<file path="src/rtl/clk_gate_ctrl.sv">
module clk_gate_ctrl #(
  parameter int ADDR_W      = 8,
  parameter int DATA_W      = 32,
  parameter int BANKS       = 2,
  parameter int SYNC_STAGES = 2,
  parameter int BASE_OFF    = 'h24,
  parameter int BANK_STRIDE = 'h10,
  parameter logic [BANKS*DATA_W-1:0] RSV_MASK   = 64'h0280_000F_0000_0000,
  parameter logic [BANKS*DATA_W-1:0] RESET_OPEN = 64'h0000_0000_0000_0004
) (
  input  logic                    clk,
  input  logic                    rst_n,
  input  logic [ADDR_W-1:0]       bus_addr,
  input  logic                    bus_wr,
  input  logic                    bus_rd,
  input  logic [DATA_W-1:0]       bus_wdata,
  output logic [DATA_W-1:0]       bus_rdata,
  output logic [BANKS*DATA_W-1:0] gate_en
);
  localparam int GATES = BANKS * DATA_W;
  localparam logic [GATES-1:0] RST_REQ = RESET_OPEN & ~RSV_MASK;

  logic [GATES-1:0]  req_q, set_v, clr_v, req_d;
  logic [GATES-1:0]  sync_q [SYNC_STAGES];
  logic [DATA_W-1:0] rd_v   [BANKS];

  for (genvar b = 0; b < BANKS; b++) begin : g_bank
    localparam int OFF_SET = BASE_OFF + b * BANK_STRIDE;
    localparam logic [ADDR_W-1:0] A_SET = ADDR_W'(OFF_SET);
    localparam logic [ADDR_W-1:0] A_CLR = ADDR_W'(OFF_SET + 4);
    localparam logic [ADDR_W-1:0] A_REQ = ADDR_W'(OFF_SET + 8);
    localparam logic [ADDR_W-1:0] A_STS = ADDR_W'(OFF_SET + 12);

    assign set_v[b*DATA_W +: DATA_W] = (bus_wr && bus_addr == A_SET) ? bus_wdata : '0;
    assign clr_v[b*DATA_W +: DATA_W] = (bus_wr && bus_addr == A_CLR) ? bus_wdata : '0;
    assign rd_v[b] = !bus_rd            ? '0 :
                     (bus_addr == A_REQ) ? req_q[b*DATA_W +: DATA_W] :
                     (bus_addr == A_STS) ? gate_en[b*DATA_W +: DATA_W] : '0;

    AST_SET_LATCHES: assert property (@(posedge clk) disable iff (!rst_n)
      (bus_wr && bus_addr == A_SET) |=>
        ((req_q[b*DATA_W +: DATA_W] & $past(bus_wdata & ~RSV_MASK[b*DATA_W +: DATA_W]))
          == $past(bus_wdata & ~RSV_MASK[b*DATA_W +: DATA_W])));
    AST_CLR_DROPS: assert property (@(posedge clk) disable iff (!rst_n)
      (bus_wr && bus_addr == A_CLR) |=>
        ((req_q[b*DATA_W +: DATA_W] & $past(bus_wdata)) == '0));
  end

  assign req_d = (req_q | set_v) & ~clr_v & ~RSV_MASK;

  always_comb begin
    bus_rdata = '0;
    for (int b = 0; b < BANKS; b++) bus_rdata = bus_rdata | rd_v[b];
  end

  always_ff @(posedge clk or negedge rst_n) begin
    if (!rst_n) begin
      req_q <= RST_REQ;
      for (int i = 0; i < SYNC_STAGES; i++) sync_q[i] <= RST_REQ;
    end else begin
      req_q     <= req_d;
      sync_q[0] <= req_q;
      for (int i = 1; i < SYNC_STAGES; i++) sync_q[i] <= sync_q[i-1];
    end
  end

  assign gate_en = sync_q[SYNC_STAGES-1];

  logic [7:0] warm_q;
  always_ff @(posedge clk or negedge rst_n) begin
    if (!rst_n) warm_q <= '0;
    else if (warm_q < 8'(SYNC_STAGES)) warm_q <= warm_q + 8'd1;
  end

  AST_STATUS_LAG: assert property (@(posedge clk) disable iff (!rst_n)
    (warm_q >= 8'(SYNC_STAGES)) |-> (gate_en == $past(req_q, SYNC_STAGES)));
  AST_RSV_CLOSED: assert property (@(posedge clk) disable iff (!rst_n)
    ((gate_en & RSV_MASK) == '0) && ((req_q & RSV_MASK) == '0));
  AST_IDLE_HOLD: assert property (@(posedge clk) disable iff (!rst_n)
    !bus_wr |=> $stable(req_q));
  AST_RD_IDLE: assert property (@(posedge clk) disable iff (!rst_n)
    !bus_rd |-> (bus_rdata == '0));
endmodule

</file>
<file path="config.mk">
export PLATFORM = sky130hd
export DESIGN_NAME = clk_gate_ctrl
export DESIGN_NICKNAME = d
export VERILOG_FILES = /design/src/rtl/clk_gate_ctrl.sv
export SDC_FILE = /design/constraint.sdc
export NUM_CORES = 1
export LEC_CHECK = 0
export BUFFER_PORTS_ARGS = -buffer_cell sky130_fd_sc_hd__buf_2
export CORE_MARGIN = 4
export CORE_UTILIZATION = 30
export DETAILED_ROUTE_END_ITERATION = 10
export GPL_TIMING_DRIVEN = 0
export SLEW_MARGIN = 10
export SYNTH_ARGS = -nofsm -noshare
export SYNTH_HDL_FRONTEND = slang
export SYNTH_SLANG_ARGS = --single-unit
</file>
<file path="constraint.sdc">
create_clock -name clk -period 2.95 [get_ports clk]
set_input_delay 0.1475 -clock clk [delete_from_list [all_inputs] [get_ports clk]]
set_output_delay 0.1475 -clock clk [all_outputs]
set_load 0.01 [all_outputs]
</file>
* Yosys cells after proc, flatten, opt, wreduce, memory -nomap -nowiden *
Index checks and enable logic that the tools add are counted.

cells by class
  mux-type cells = 10
  equality and inequality tests = 8
  reductions and logical operators = 4
  bitwise gates (word level) = 4

operators with widths
  cell                number
  $mux 32             10
  $and 64x64->64      1
  $not 64->64         1
  $or 64x64->64       1
  $eq 8x6->1 const B  7
  $or 32x32->32       1
  $eq 8x7->1 const B  1
  $logic_and 1x1->1   4

storage, ports and cells
  output and inout bits = 96
  bits of input ports = 44
  register bits = 174

* Depth between registers and ports, before layout *
Gate-level depths: netlist of the first run.

  depth in word-level cells = 5
  mapped depth = 7

* Worst setup path before layout of the first run *
OpenSTA, ideal clock, no wires.

  path kind = input port to flip-flop
  start point = input bus_addr[1]
  end point = register req_q[0]
  path slack = 1.436 ns
  buffers on the path = 2
  stages on the path = 6
  data arrival time = 1.392 ns
  path through = or3b_4 or3b_4 nor2b_1 buf_4 buf_8 a21oi_2

between the ends
  cells in the longest elaborated chain, start to end = 5
  elaborated cells on any way between the ends = 9

ends and longest elaborated chain
  what                                          line    text
  start, declared                               13      input logic [ADDR_W-1:0] bus_addr,
  $eq 8x6->1 (on tied branches)                 34, 35
  $logic_and 1x1->1 (on tied branches)          34, 35
  $mux 32 (on tied branches)                    34, 35
  $or 64x64->64 or $not 64->64 (tied branches)  49      assign req_d = (req_q | set_v) & ~clr_v & ~RSV_MASK;
  $and 64x64->64 *                              49
  via req_d[0]                                  23      logic [GATES-1:0] req_q, set_v, clr_v, req_d;
  end signal, assigned                          61      req_q <= req_d;
  end, declared                                 23

The timed path passes the listed nets; every way through them passes the cells marked *.

* Final worst setup path of the first run *
  start point = input bus_addr[1]
  end point = output bus_rdata[30]

between the ends
  cells in the longest elaborated chain, start to end = 5
  elaborated cells on any way between the ends = 11

ends and longest elaborated chain
  what                                      line  text
  $eq 8x6->1 or $eq 8x7->1 (tied branches)  38    (bus_addr == A_STS) ? gate_en[b*DATA_W +: DATA_W] : '0;
  $mux 32                                   38
  $mux 32                                   37    (bus_addr == A_REQ) ? req_q[b*DATA_W +: DATA_W] :
  $mux 32                                   36    assign rd_v[b] = !bus_rd ? '0 :
  $or 32x32->32 *                           53    for (int b = 0; b < BANKS; b++) bus_rdata = bus_rdata | rd_v[b];
  end, declared                             17    output logic [DATA_W-1:0] bus_rdata,

Mark *: on every way between the ends. The rest lies on a longest branch, timed or not.

==> out/qor.yml, run 1 <==
totalPowerFinal_w: 0.00495
die_area_um2: 24100
timing.hold.ws_ns: 0.239
cp.arrival_ns: 2.25
yosysWarnings: 0
post_cts_buffers: 0
grt_usage_pct: 14.1
first_iter_violations: 184
dieHeight_um: 155
critical_path_class: "input port to output pin"
place.gp.congestion: 0.712
fp.dieW_um: 155
drt-total-wl_um: 16500
reg2reg_to: "req_q[2]"
dr_total_vias: 4363
finalHoldViolCount: 0
detail-route-antenna-nets: 0
cts_sinks: 174
post-route-min-period_ns: 2.40
comb_power_share_pct: 6.8
power_density_nw_per_um2: 586
whs_path_depth: 4
core_um2: 21200
switchingPower_w: 0.00109
insertion_delay_ns: 0.41
n_antenna_cell: 0
grt_setup_unrepaired: "false"
pin_count: 140
p_leak_nw: 4.30
holdCritStartpoint: "bus_addr[2]"
r2r_cells: 2
holdCritPathClass: "input port to flop"
syn_inst: 492
grt_pass1_wl_um: 25900
drc_errors: 0
yosysSeqAreaShare_pct: 66.9
post_route_cells_drive_above_1_share_pct: 37.5
firstDrtPassIters: 5
internal_power_w: 0.00386
status: "complete, no violations"
ir_worst_vdd_mv: 0.352
max_freq_mhz: 417
ys_seq_elements: 174
cts_root_buffer: "clkbuf_16"
r2r_start: "req_q[2]"
p_seq_share_pct: 51.7
sw_frac_of_total_pct: 22.0
nNetsFinal: 727
drv_slew: 0
crit_path_end_kind: "output pin"
finalSetupViolCount: 0
netlist_area_um2: 6510
rrSetupSlack_ns: 2.16
cts_tree: "built"
cp-start-kind: "input port"
clockBufferDepth: 2
finalClockSkew_ns: 0.00750
drv_cap: 0
syn_to_final_growth_pct: 29.7
hold_buffers: 33
start_util_pct: 30.8
path_clk_slew_ns: 0.06
first_global_vias: 4557
cts.repair.resized: 0
grt_max_degree: 97
fp-row-count: 53
cp.required_ns: 2.80
power_frac_clock_pct: 41.6
antenna_found_initial: 0
viasPerCell: 4.50
numCtsBuffers: 17
worst_pin_slew_ns: 0.713
h-tree-depth: 4
hold_end: "req_q[63]"
slew_headroom_pct: 52.5
hpwl_um: 11100
synth_cell_types: 27
fin_crit_sh_pct: 81.2
gr-total-overflow: 0
io_buffers: 133
cp_max_fo: 10
avgSynthCellArea_um2: 13.2
wire_per_inst_um: 17.0
worst max-delay path, stage by stage:
cell,delay [ns]
buf_2,0.11
nor4bb_1,0.25
clkbuf_1,0.49
clkbuf_1,0.59
a222oi_1,0.19
nor2b_1,0.27
buf_2,0.18
metrics by stage:
stage | cell area, um2 | setup WS, ns | utilization [%] | cells | TNS [ns]
floorplan | 6530 | 1.44 | - | 497 | 0
global placement | 7540 | -0.925 | 35.6 | 905 | -155.72
detailed placement | 7580 | 0.507 | 35.8 | 906 | 0
CTS | 8440 | 0.499 | 39.9 | 969 | 0
global route | 8440 | 0.367 | 39.9 | 969 | 0
finish | 8440 | 0.553 | 39.9 | 969 | 0
area by class of cell:
cell class | instances | area (um2)
Clock buffer | 24 | 472
Timing Repair Buffer | 167 | 1030
Clock inverter | 6 | 62.6
Tap cell | 275 | 344
Sequential cell | 174 | 4360
Buffer | 95 | 649
Fill cell | 2028 | 12700
Multi-Input combinational cell | 228 | 1520
metal layers:
metal / wire [um] / part of all wire [%] / GRT usage [%]
met3: 652 / 3.9 / 3.03
met5: 0 / 0 / 0
met2: 8390 / 51 / 23.9
met4: 146 / 0.88 / 4.25
met1: 7330 / 44 / 18.3
layout by cell type, fill, tap and decap left out, drive strengths merged, types with 6 or more instances in the layout:
| cell | n |
|---|---|
| buf | 218 |
| dfrtp | 171 |
| a21oi | 116 |
| clkbuf | 35 |
| nor2b | 33 |
| dlygate4sd3 | 33 |
| a22o | 26 |
| a222oi | 26 |
| a22oi | 6 |
| conb | 6 |
power groups by stage:
stage | Sequential [W] | Combinational (W) | Clock [W]
after floorplan | 0.00258 | 0.000146 | 0
after global placement | 0.00260 | 0.000296 | 0
after detailed placement | 0.00260 | 0.000307 | 0
after CTS | 0.00256 | 0.000343 | 0.00212
after global routing | 0.00257 | 0.000374 | 0.00222
final | 0.00256 | 0.000334 | 0.00206
sequential cells by signal, summed over array words and instances, names as in the netlist:
name / count
gate_en: 58
req_q: 58
sync_q: 58
worst max-delay path by stage:
stage | startpoint | endpoint | slack (ns) | depth (start not counted)
CTS | bus_addr[4] | bus_rdata[30] | 0.50 | 8
global route | bus_addr[3] | bus_rdata[30] | 0.37 | 7
finish | bus_addr[1] | bus_rdata[30] | 0.55 | 7
global placement | rst_n | gate_en[24] | -0.93 | 1
floorplan | bus_addr[1] | req_q[0] | 1.44 | 6
detailed placement | bus_addr[4] | bus_rdata[30] | 0.51 | 8
cell families after synthesis:
family	Yosys count	share of synthesized area, %
and+or+nand+nor	48	5.34
buffers and inverters	95	9.97
DFF	174	66.9
other	1	0.0576
AOI/OAI and AO/OA	174	17.7
cells in the mapped netlist:
library cell	n	area [um2]
nor2b_1	33	206
nand2b_1	1	6.26
nor4b_2	1	15.0
a21oi_2	10	87.6
buf_6	2	22.5
and2_1	2	12.5
nor4bb_1	2	20.0
nand4bb_1	1	11.3
nor2_4	1	11.3
and4b_1	1	10.0
nor3b_2	1	12.5
buf_8	1	15.0
buf_2	12	60.1
conb_1	1	3.75
or3b_4	2	22.5
nor4_1	1	6.26
clkbuf_1	11	41.3
a22oi_1	6	45.0
dfstp_2	3	78.8
a21oi_1	106	531
a222oi_1	26	260
dfrtp_1	171	4280
buf_1	2	7.51
buf_4	67	503
nor3_2	1	10.0
nor2_1	1	3.75
a22o_1	26	228
No activity file was read; power rests on OpenSTA's default activity.
==> run 2: changes to the inputs <==
ABC_AREA = 1   (was unset)
clock period = 2.25 ns   (was 2.95 ns; I/O delays follow)
==> run 2 against run 1 <==
Power rose by 35%. Combinational power rose by 46%. Sequential share of layout area fell by 5.2 points. Critical path depth rose by 3. Register-to-register slack got worse by 0.68 ns. Design area rose by 11%. Synthesized cell count rose by 71%. Sequential cell count did not move. Final cell count rose by 41%. Largest cell class unchanged. Highest routed layer unchanged.
==> out/qor.yml, run 2 <==
status: "complete, no violations"  # unchanged
internal_power_w: 0.00513  # was 0.00386 W
drt-total-wl_um: 20400  # was 16500 um
viasPerCell: 4.21  # was 4.50
first_iter_violations: 421  # was 184
finalHoldViolCount: 0  # unchanged
regArea_um2: 4360  # unchanged
switchingPower_w: 0.00153  # was 0.00109 W
grt_setup_unrepaired: "false"  # unchanged
hold_buffers: 33  # unchanged
synth_area_leaders: "dfrtp_1 (58%), nand2_1 (8.7%), inv_1 (7.4%)"  # was dfrtp_1 (66%), a21oi_1 (8.1%), buf_4 (7.7%)
synth_xor_area_share_pct: 0  # unchanged
nNetsFinal: 1077  # was 727
reg2reg_to: "req_q[2]"  # unchanged
synth-main-ff-cell: "dfrtp_1"  # unchanged
synth_compound_area_share_pct: 6.03  # was 17.7%
drv_slew: 0  # unchanged
rrSetupSlack_ns: 1.48  # was 2.16 ns
holdCritStartpoint: "bus_addr[5]"  # was bus_addr[2]
fin_area_um2: 9390  # was 8440 um2
multi_input_area_um2: 1830  # was 1520 um2
antenna_found_initial: 0  # unchanged
synth_top_area_share_pct: 57.9  # was 65.7%
fin_crit_sh_pct: 80.0
hold_end: "req_q[23]"  # was req_q[63]
drc_errors: 0  # unchanged
grt_max_degree: 89  # was 97
post-route-min-period_ns: 1.80
synthAdderAreaFrac_pct: 0  # unchanged
fp-row-count: 57  # was 53
clockBufferDepth: 2  # unchanged
detail-route-antenna-nets: 0  # unchanged
ys_seq_elements: 174  # unchanged
dieHeight_um: 165  # was 155 um
cp.required_ns: 2.14  # was 2.80 ns
synth.largest_area_cell: "dfrtp_1"  # unchanged
syn_to_final_growth_pct: 27.1  # was 29.7%
power_frac_clock_pct: 42.5  # was 41.6%
synth_edf_count: 0  # unchanged
synth-simple-area-share_pct: 18.4  # was 5.34%
post_cts_buffers: 0  # unchanged
wire_per_inst_um: 14.9  # was 17.0 um
layout_common_cells: "nand2_1 (172), dfrtp_1 (171), buf_2 (150), inv_1 (146), nor2_1 (88)"  # was dfrtp_1 (171), buf_2 (144), a21oi_1 (106), buf_4 (67)
cts_tree: "built"  # unchanged
drv_cap: 0  # unchanged
avgSynthCellArea_um2: 8.77  # was 13.2 um2
critical_path_class: "input port to output pin"  # unchanged
sw_frac_of_total_pct: 23.0  # was 22.0%
path_clk_slew_ns: 0.06  # about the same
core_um2: 24200  # was 21200 um2
dpl_cell_area_um2: 8510  # was 7580 um2
r2r_start: "req_q[2]"  # unchanged
cts_sinks: 174  # unchanged
max_freq_mhz: 556
cts.repair.resized: 0  # unchanged
synth_top_family_by_area: "simple AND/OR/NAND/NOR gates"  # was compound AO/OA/AOI/OAI gates
r2r_cells: 2  # unchanged
grt_usage_pct: 15.4  # was 14.1%
netlist_area_um2: 7390  # was 6510 um2
slew_headroom_pct: 46.3  # was 52.5%
finalClockSkew_ns: 0.00744  # was 0.00750 ns
synth_cell_types: 22  # was 27
syn_inst: 843  # was 492
holdCritPathClass: "input port to flop"  # unchanged
cp-start-kind: "input port"  # unchanged
io_buffers: 132  # was 133
fillers: 2492  # was 2028
whs_path_depth: 6  # was 4
first_global_vias: 5676  # was 4557
ir_worst_vdd_mv: 0.366  # was 0.352 mV
p_leak_nw: 5.52  # was 4.30 nW
yosysWarnings: 0  # unchanged
async_flop_share_pct: 100  # unchanged
fin_util_pct: 38.7  # was 39.9%
start_util_pct: 30.5  # was 30.8%
hpwl_um: 14000  # was 11100 um
layout_commonest_cell: "nand2_1"  # was dfrtp_1
fp.dieW_um: 165  # was 155 um
pin_count: 140  # unchanged
crit_path_end_kind: "output pin"  # unchanged
insertion_delay_ns: 0.42  # was 0.41 ns
numCtsBuffers: 17  # unchanged
p_seq_share_pct: 50.2  # was 51.7%
post_route_cells_drive_above_1_share_pct: 24.6  # was 37.5%
place.gp.congestion: 0.741  # was 0.712
synth_commonest_cells: "nand2_1 (172), dfrtp_1 (171), inv_1 (146)"  # was dfrtp_1 (171), a21oi_1 (106), buf_4 (67)
cp.arrival_ns: 1.69  # was 2.25 ns
grt_pass1_wl_um: 31300  # was 25900 um
dr_total_vias: 5758  # was 4363
h-tree-depth: 4  # unchanged
synthMuxAreaShare_pct: 0  # unchanged
worst_pin_slew_ns: 0.805  # was 0.713 ns
die_area_um2: 27200  # was 24100 um2
firstDrtPassIters: 4  # was 5
cts_root_buffer: "clkbuf_16"  # unchanged
gr-total-overflow: 0  # unchanged
finalSetupViolCount: 0  # unchanged
n_antenna_cell: 0  # unchanged
comb_power_share_pct: 7.3  # was 6.8%
power_density_nw_per_um2: 710  # was 586 nW/um2
yosysSeqAreaShare_pct: 59.0  # was 66.9%
cp_max_fo: 10  # unchanged
yosysMostFrequentCell: "nand2_1"  # was dfrtp_1
[run 2: worst max-delay path, cell delays in order]
cell     delay [ns]
buf_2          0.09
inv_1          0.06
nand2_1        0.10
nor2_2         0.22
nand2_1        0.29
buf_2          0.32
nor2_1         0.11
o21ai_0        0.10
nand2_1        0.13
buf_2          0.14
[run 2: through the flow]
stage	instances	setup slack (ns)	hold WS, ns	power, W	setup TNS, ns
after floorplan	848	1.11	-0.183	0.00361	0
after global placement	1304	-1.69	0.331	0.00383	-288.83
after detailed placement	1305	0.423	0.151	0.00385	0
after CTS	1368	0.423	0.200	0.00674	0
after global routing	1368	0.254	0.211	0.00694	0
final	1368	0.451	0.222	0.00667	0
[run 2: logic make-up (layout without fill, tap and decap cells)]
logic type | count (synthesis) | in the layout
simple gates | 332 | 332
buf+inv | 247 | 443
flops | 174 | 174
compound gates | 89 | 89
other cells | 1 | 6
[run 2: routing by layer]
| metal | global-route usage (%) | vias to the layer above | wire length (um) |
|---|---|---|---|
| li1 | - | 2852 | - |
| met1 | 21.0 | 2750 | 9500 |
| met2 | 25.2 | 139 | 9740 |
| met3 | 2.97 | 17 | 939 |
| met4 | 4.20 | 0 | 218 |
| met5 | 0 | - | 0 |
[run 2: cell type report]
class / instances / share of cell area (%)
flip-flops and latches: 174 / 46.4
well taps: 324 / 4.32
inverters: 149 / 5.96
plain buffers: 98 / 7.05
clock inverters: 7 / 0.959
repair buffers: 166 / 11.0
clock buffers: 23 / 4.88
multi-input cells: 427 / 19.5
[run 2: how the worst max path moves through the flow]
stage | startpoint | to | slack [ns]
global placement | rst_n | gate_en[48] | -1.69
finish | bus_addr[0] | bus_rdata[18] | 0.45
global route | bus_addr[0] | bus_rdata[30] | 0.25
floorplan | bus_addr[0] | bus_rdata[0] | 1.11
CTS | bus_addr[0] | bus_rdata[19] | 0.42
detailed placement | bus_addr[0] | bus_rdata[19] | 0.42
[run 2: power by group through the flow]
| stage | combinational [W] | clock (W) | sequential [W] |
|---|---|---|---|
| 2_1_floorplan | 0.000225 | 0 | 0.00338 |
| 3_3_place_gp | 0.000431 | 0 | 0.00340 |
| 3_5_place_dp | 0.000445 | 0 | 0.00341 |
| 4_1_cts | 0.000496 | 0.00289 | 0.00335 |
| 5_1_grt | 0.000549 | 0.00303 | 0.00336 |
| 6_report | 0.000486 | 0.00283 | 0.00335 |
==> run 3: changes to the inputs <==
clock period = 1.61 ns   (was 2.25 ns; I/O delays follow)
==> run 3 against run 2 <==
Utilization rose by 0.75 points. Power increased by 40%. Sequential power is 40% higher. Design area rose by 1.9%. Critical path type unchanged. Largest cell class unchanged.
==> out/qor.yml, run 3 (same netlist as run 2, synthesis figures left out) <==
layout_commonest_cell: "dfrtp_1"  # was nand2_1
critical_path_class: "input port to output pin"  # unchanged
cp-start-kind: "input port"  # unchanged
cp_slowest_cell: "nor3_4"  # was buf_2
fillers: 2481  # was 2492
finalSetupViolCount: 0  # unchanged
max_freq_mhz: 656
insertion_delay_ns: 0.42  # about the same
post-route-min-period_ns: 1.52
pin_count: 140  # unchanged
detail-route-antenna-nets: 0  # unchanged
gr-total-overflow: 0  # unchanged
numCtsBuffers: 17  # unchanged
io_buffers: 132  # unchanged
syn_to_final_growth_pct: 29.5  # was 27.1%
start_util_pct: 30.5  # unchanged
status: "complete, no violations"  # unchanged
cts_tree: "built"  # unchanged
core_um2: 24200  # unchanged
regArea_um2: 4360  # unchanged
crit_family: "simple AND/OR/NAND/NOR gates"  # unchanged
max_stage_delay_ns: 0.32  # about the same
finalClockSkew_ns: 0.00644  # was 0.00744 ns
cp.required_ns: 1.53  # was 2.14 ns
fin_crit_sh_pct: 94.6
place.gp.congestion: 0.741  # unchanged
cts_root_buffer: "clkbuf_16"  # unchanged
cp.arrival_ns: 1.44  # was 1.69 ns
power_density_nw_per_um2: 974  # was 710 nW/um2
grt_max_degree: 89  # unchanged
viasPerCell: 4.20  # was 4.21
dieHeight_um: 165  # unchanged
grt_setup_unrepaired: "true"  # was false
post_route_cells_drive_above_1_share_pct: 26.5  # was 24.6%
finalSetupTns_ns: 0  # unchanged
worst-path-buf-inv: 4  # unchanged
grt_pass1_wl_um: 31300  # about the same
first_global_vias: 5694  # was 5676
drt-total-wl_um: 20600  # was 20400 um
drv_cap: 0  # unchanged
nNetsFinal: 1085  # was 1077
grt_usage_pct: 15.4  # about the same
wire_per_inst_um: 15.0  # was 14.9 um
n_antenna_cell: 0  # unchanged
fp-row-count: 57  # unchanged
dr_total_vias: 5784  # was 5758
crit_path_cell_trace: "buf_4 -> nor2_4 -> nand3_4 -> nor3_4 -> buf_6 -> buf_8 -> nand2_1 -> nand2_1 -> nand2_1 -> nand2_2 -> buf_2"  # was buf_2 -> inv_1 -> nand2_1 -> nor2_2 -> nand2_1 -> buf_2 -> nor2_1 -> o21ai_0 -> nand2_1 -> buf_2
layout_common_cells: "dfrtp_1 (171), nand2_1 (167), inv_1 (144), buf_2 (140), nor2_1 (85)"  # was nand2_1 (172), dfrtp_1 (171), buf_2 (150), inv_1 (146), nor2_1 (88)
crit_path_end_kind: "output pin"  # unchanged
h-tree-depth: 4  # unchanged
p_leak_nw: 5.59  # was 5.52 nW
path_clk_slew_ns: 0.06  # about the same
cp_max_fo: 10  # unchanged
ir_worst_vdd_mv: 0.516  # was 0.366 mV
hpwl_um: 14000  # unchanged
finalHoldViolCount: 0  # unchanged
drv_slew: 0  # unchanged
cp_common_cell: "nand2_1"
first_iter_violations: 313  # was 421
drc_errors: 0  # unchanged
die_area_um2: 27200  # unchanged
clockBufferDepth: 2  # unchanged
cts_sinks: 174  # unchanged
slew_headroom_pct: 44.9  # was 46.3%
fp.dieW_um: 165  # unchanged
worst_pin_slew_ns: 0.826  # was 0.805 ns
holdCritPathClass: "input port to async pin"  # was input port to flop
firstDrtPassIters: 5  # was 4
antenna_found_initial: 0  # unchanged
multi_input_area_um2: 1880  # was 1830 um2
timing.hold.ws_ns: 0.250  # was 0.222 ns
[run 3: changes by cell type in the layout (fill, tap and decap cells not counted), moves of 5 or more]
| cell | previous run | this run |
|---|---|---|
| buf_2 | 150 | 140 |
| buf_4 | 66 | 76 |
| nand2_1 | 172 | 167 |
| nand2_2 | 1 | 6 |
[run 3: timing repair]
| action | CTS | global route |
|---|---|---|
| pin swaps | 1 | 6 |
| setup buffers | 1 | 6 |
| gates resized for setup | 9 | 35 |
| gates cloned | 0 | 1 |
| hold endpoints to repair | 141 | 0 |
| setup endpoints to repair | 24 | 26 |
| hold buffers | 33 | 0 |
[run 3: where the power goes]
group	switching (W)	leakage, nW	total [W]	internal (W)
Sequential	0.000101	2.03	0.00468	0.00458
Clock	0.00165	0.263	0.00395	0.00230
Combinational	0.000396	3.30	0.000697	0.000301
Total	0.00214	5.59	0.00933	0.00718
[run 3: path summary, 6_finish.rpt]
kind | slack, ns | start | end | cells past startpoint
worst max register to register | 0.85 | req_q[2] | req_q[2] | 2
max in group asynchronous | 0.49 | rst_n | req_q[14] | 3
worst min register to register | 0.35 | sync_q[71] | gate_en[7] | 0
worst min-delay path | 0.25 | rst_n | gate_en[28] | 2
worst max-delay path | 0.09 | bus_addr[2] | bus_rdata[29] | 11
min in group clk | 0.30 | bus_addr[5] | req_q[23] | 7
[run 3: metal layers]
layer | GRT usage (%) | vias to the layer above | routed length (um)
li1 | - | 2863 | -
met1 | 21.1 | 2775 | 9680
met2 | 25.1 | 130 | 9770
met3 | 2.94 | 16 | 925
met4 | 4.20 | 0 | 199
met5 | 0 | - | 0
[run 3: through the flow]
step	power [W]	cell area, um2	cells	utilization, %	setup WS (ns)
2_1_floorplan	0.00504	7410	848	-	0.537
3_3_place_gp	0.00536	8470	1304	34.9	-2.30
3_5_place_dp	0.00538	8510	1305	35.1	-0.153
4_1_cts	0.00942	9430	1369	38.9	0.0225
5_1_grt	0.00972	9570	1376	39.5	-0.00968
6_report	0.00933	9570	1376	39.5	0.0861
[run 3: layout make-up]
cell class	count	area share, %
tap	324	4.24
clock buffer	23	4.78
sequential	174	45.5
inverter	149	5.84
multi-input combinational	427	19.7
timing repair buffer	174	11.5
buffer	98	7.49
clock inverter	7	0.941
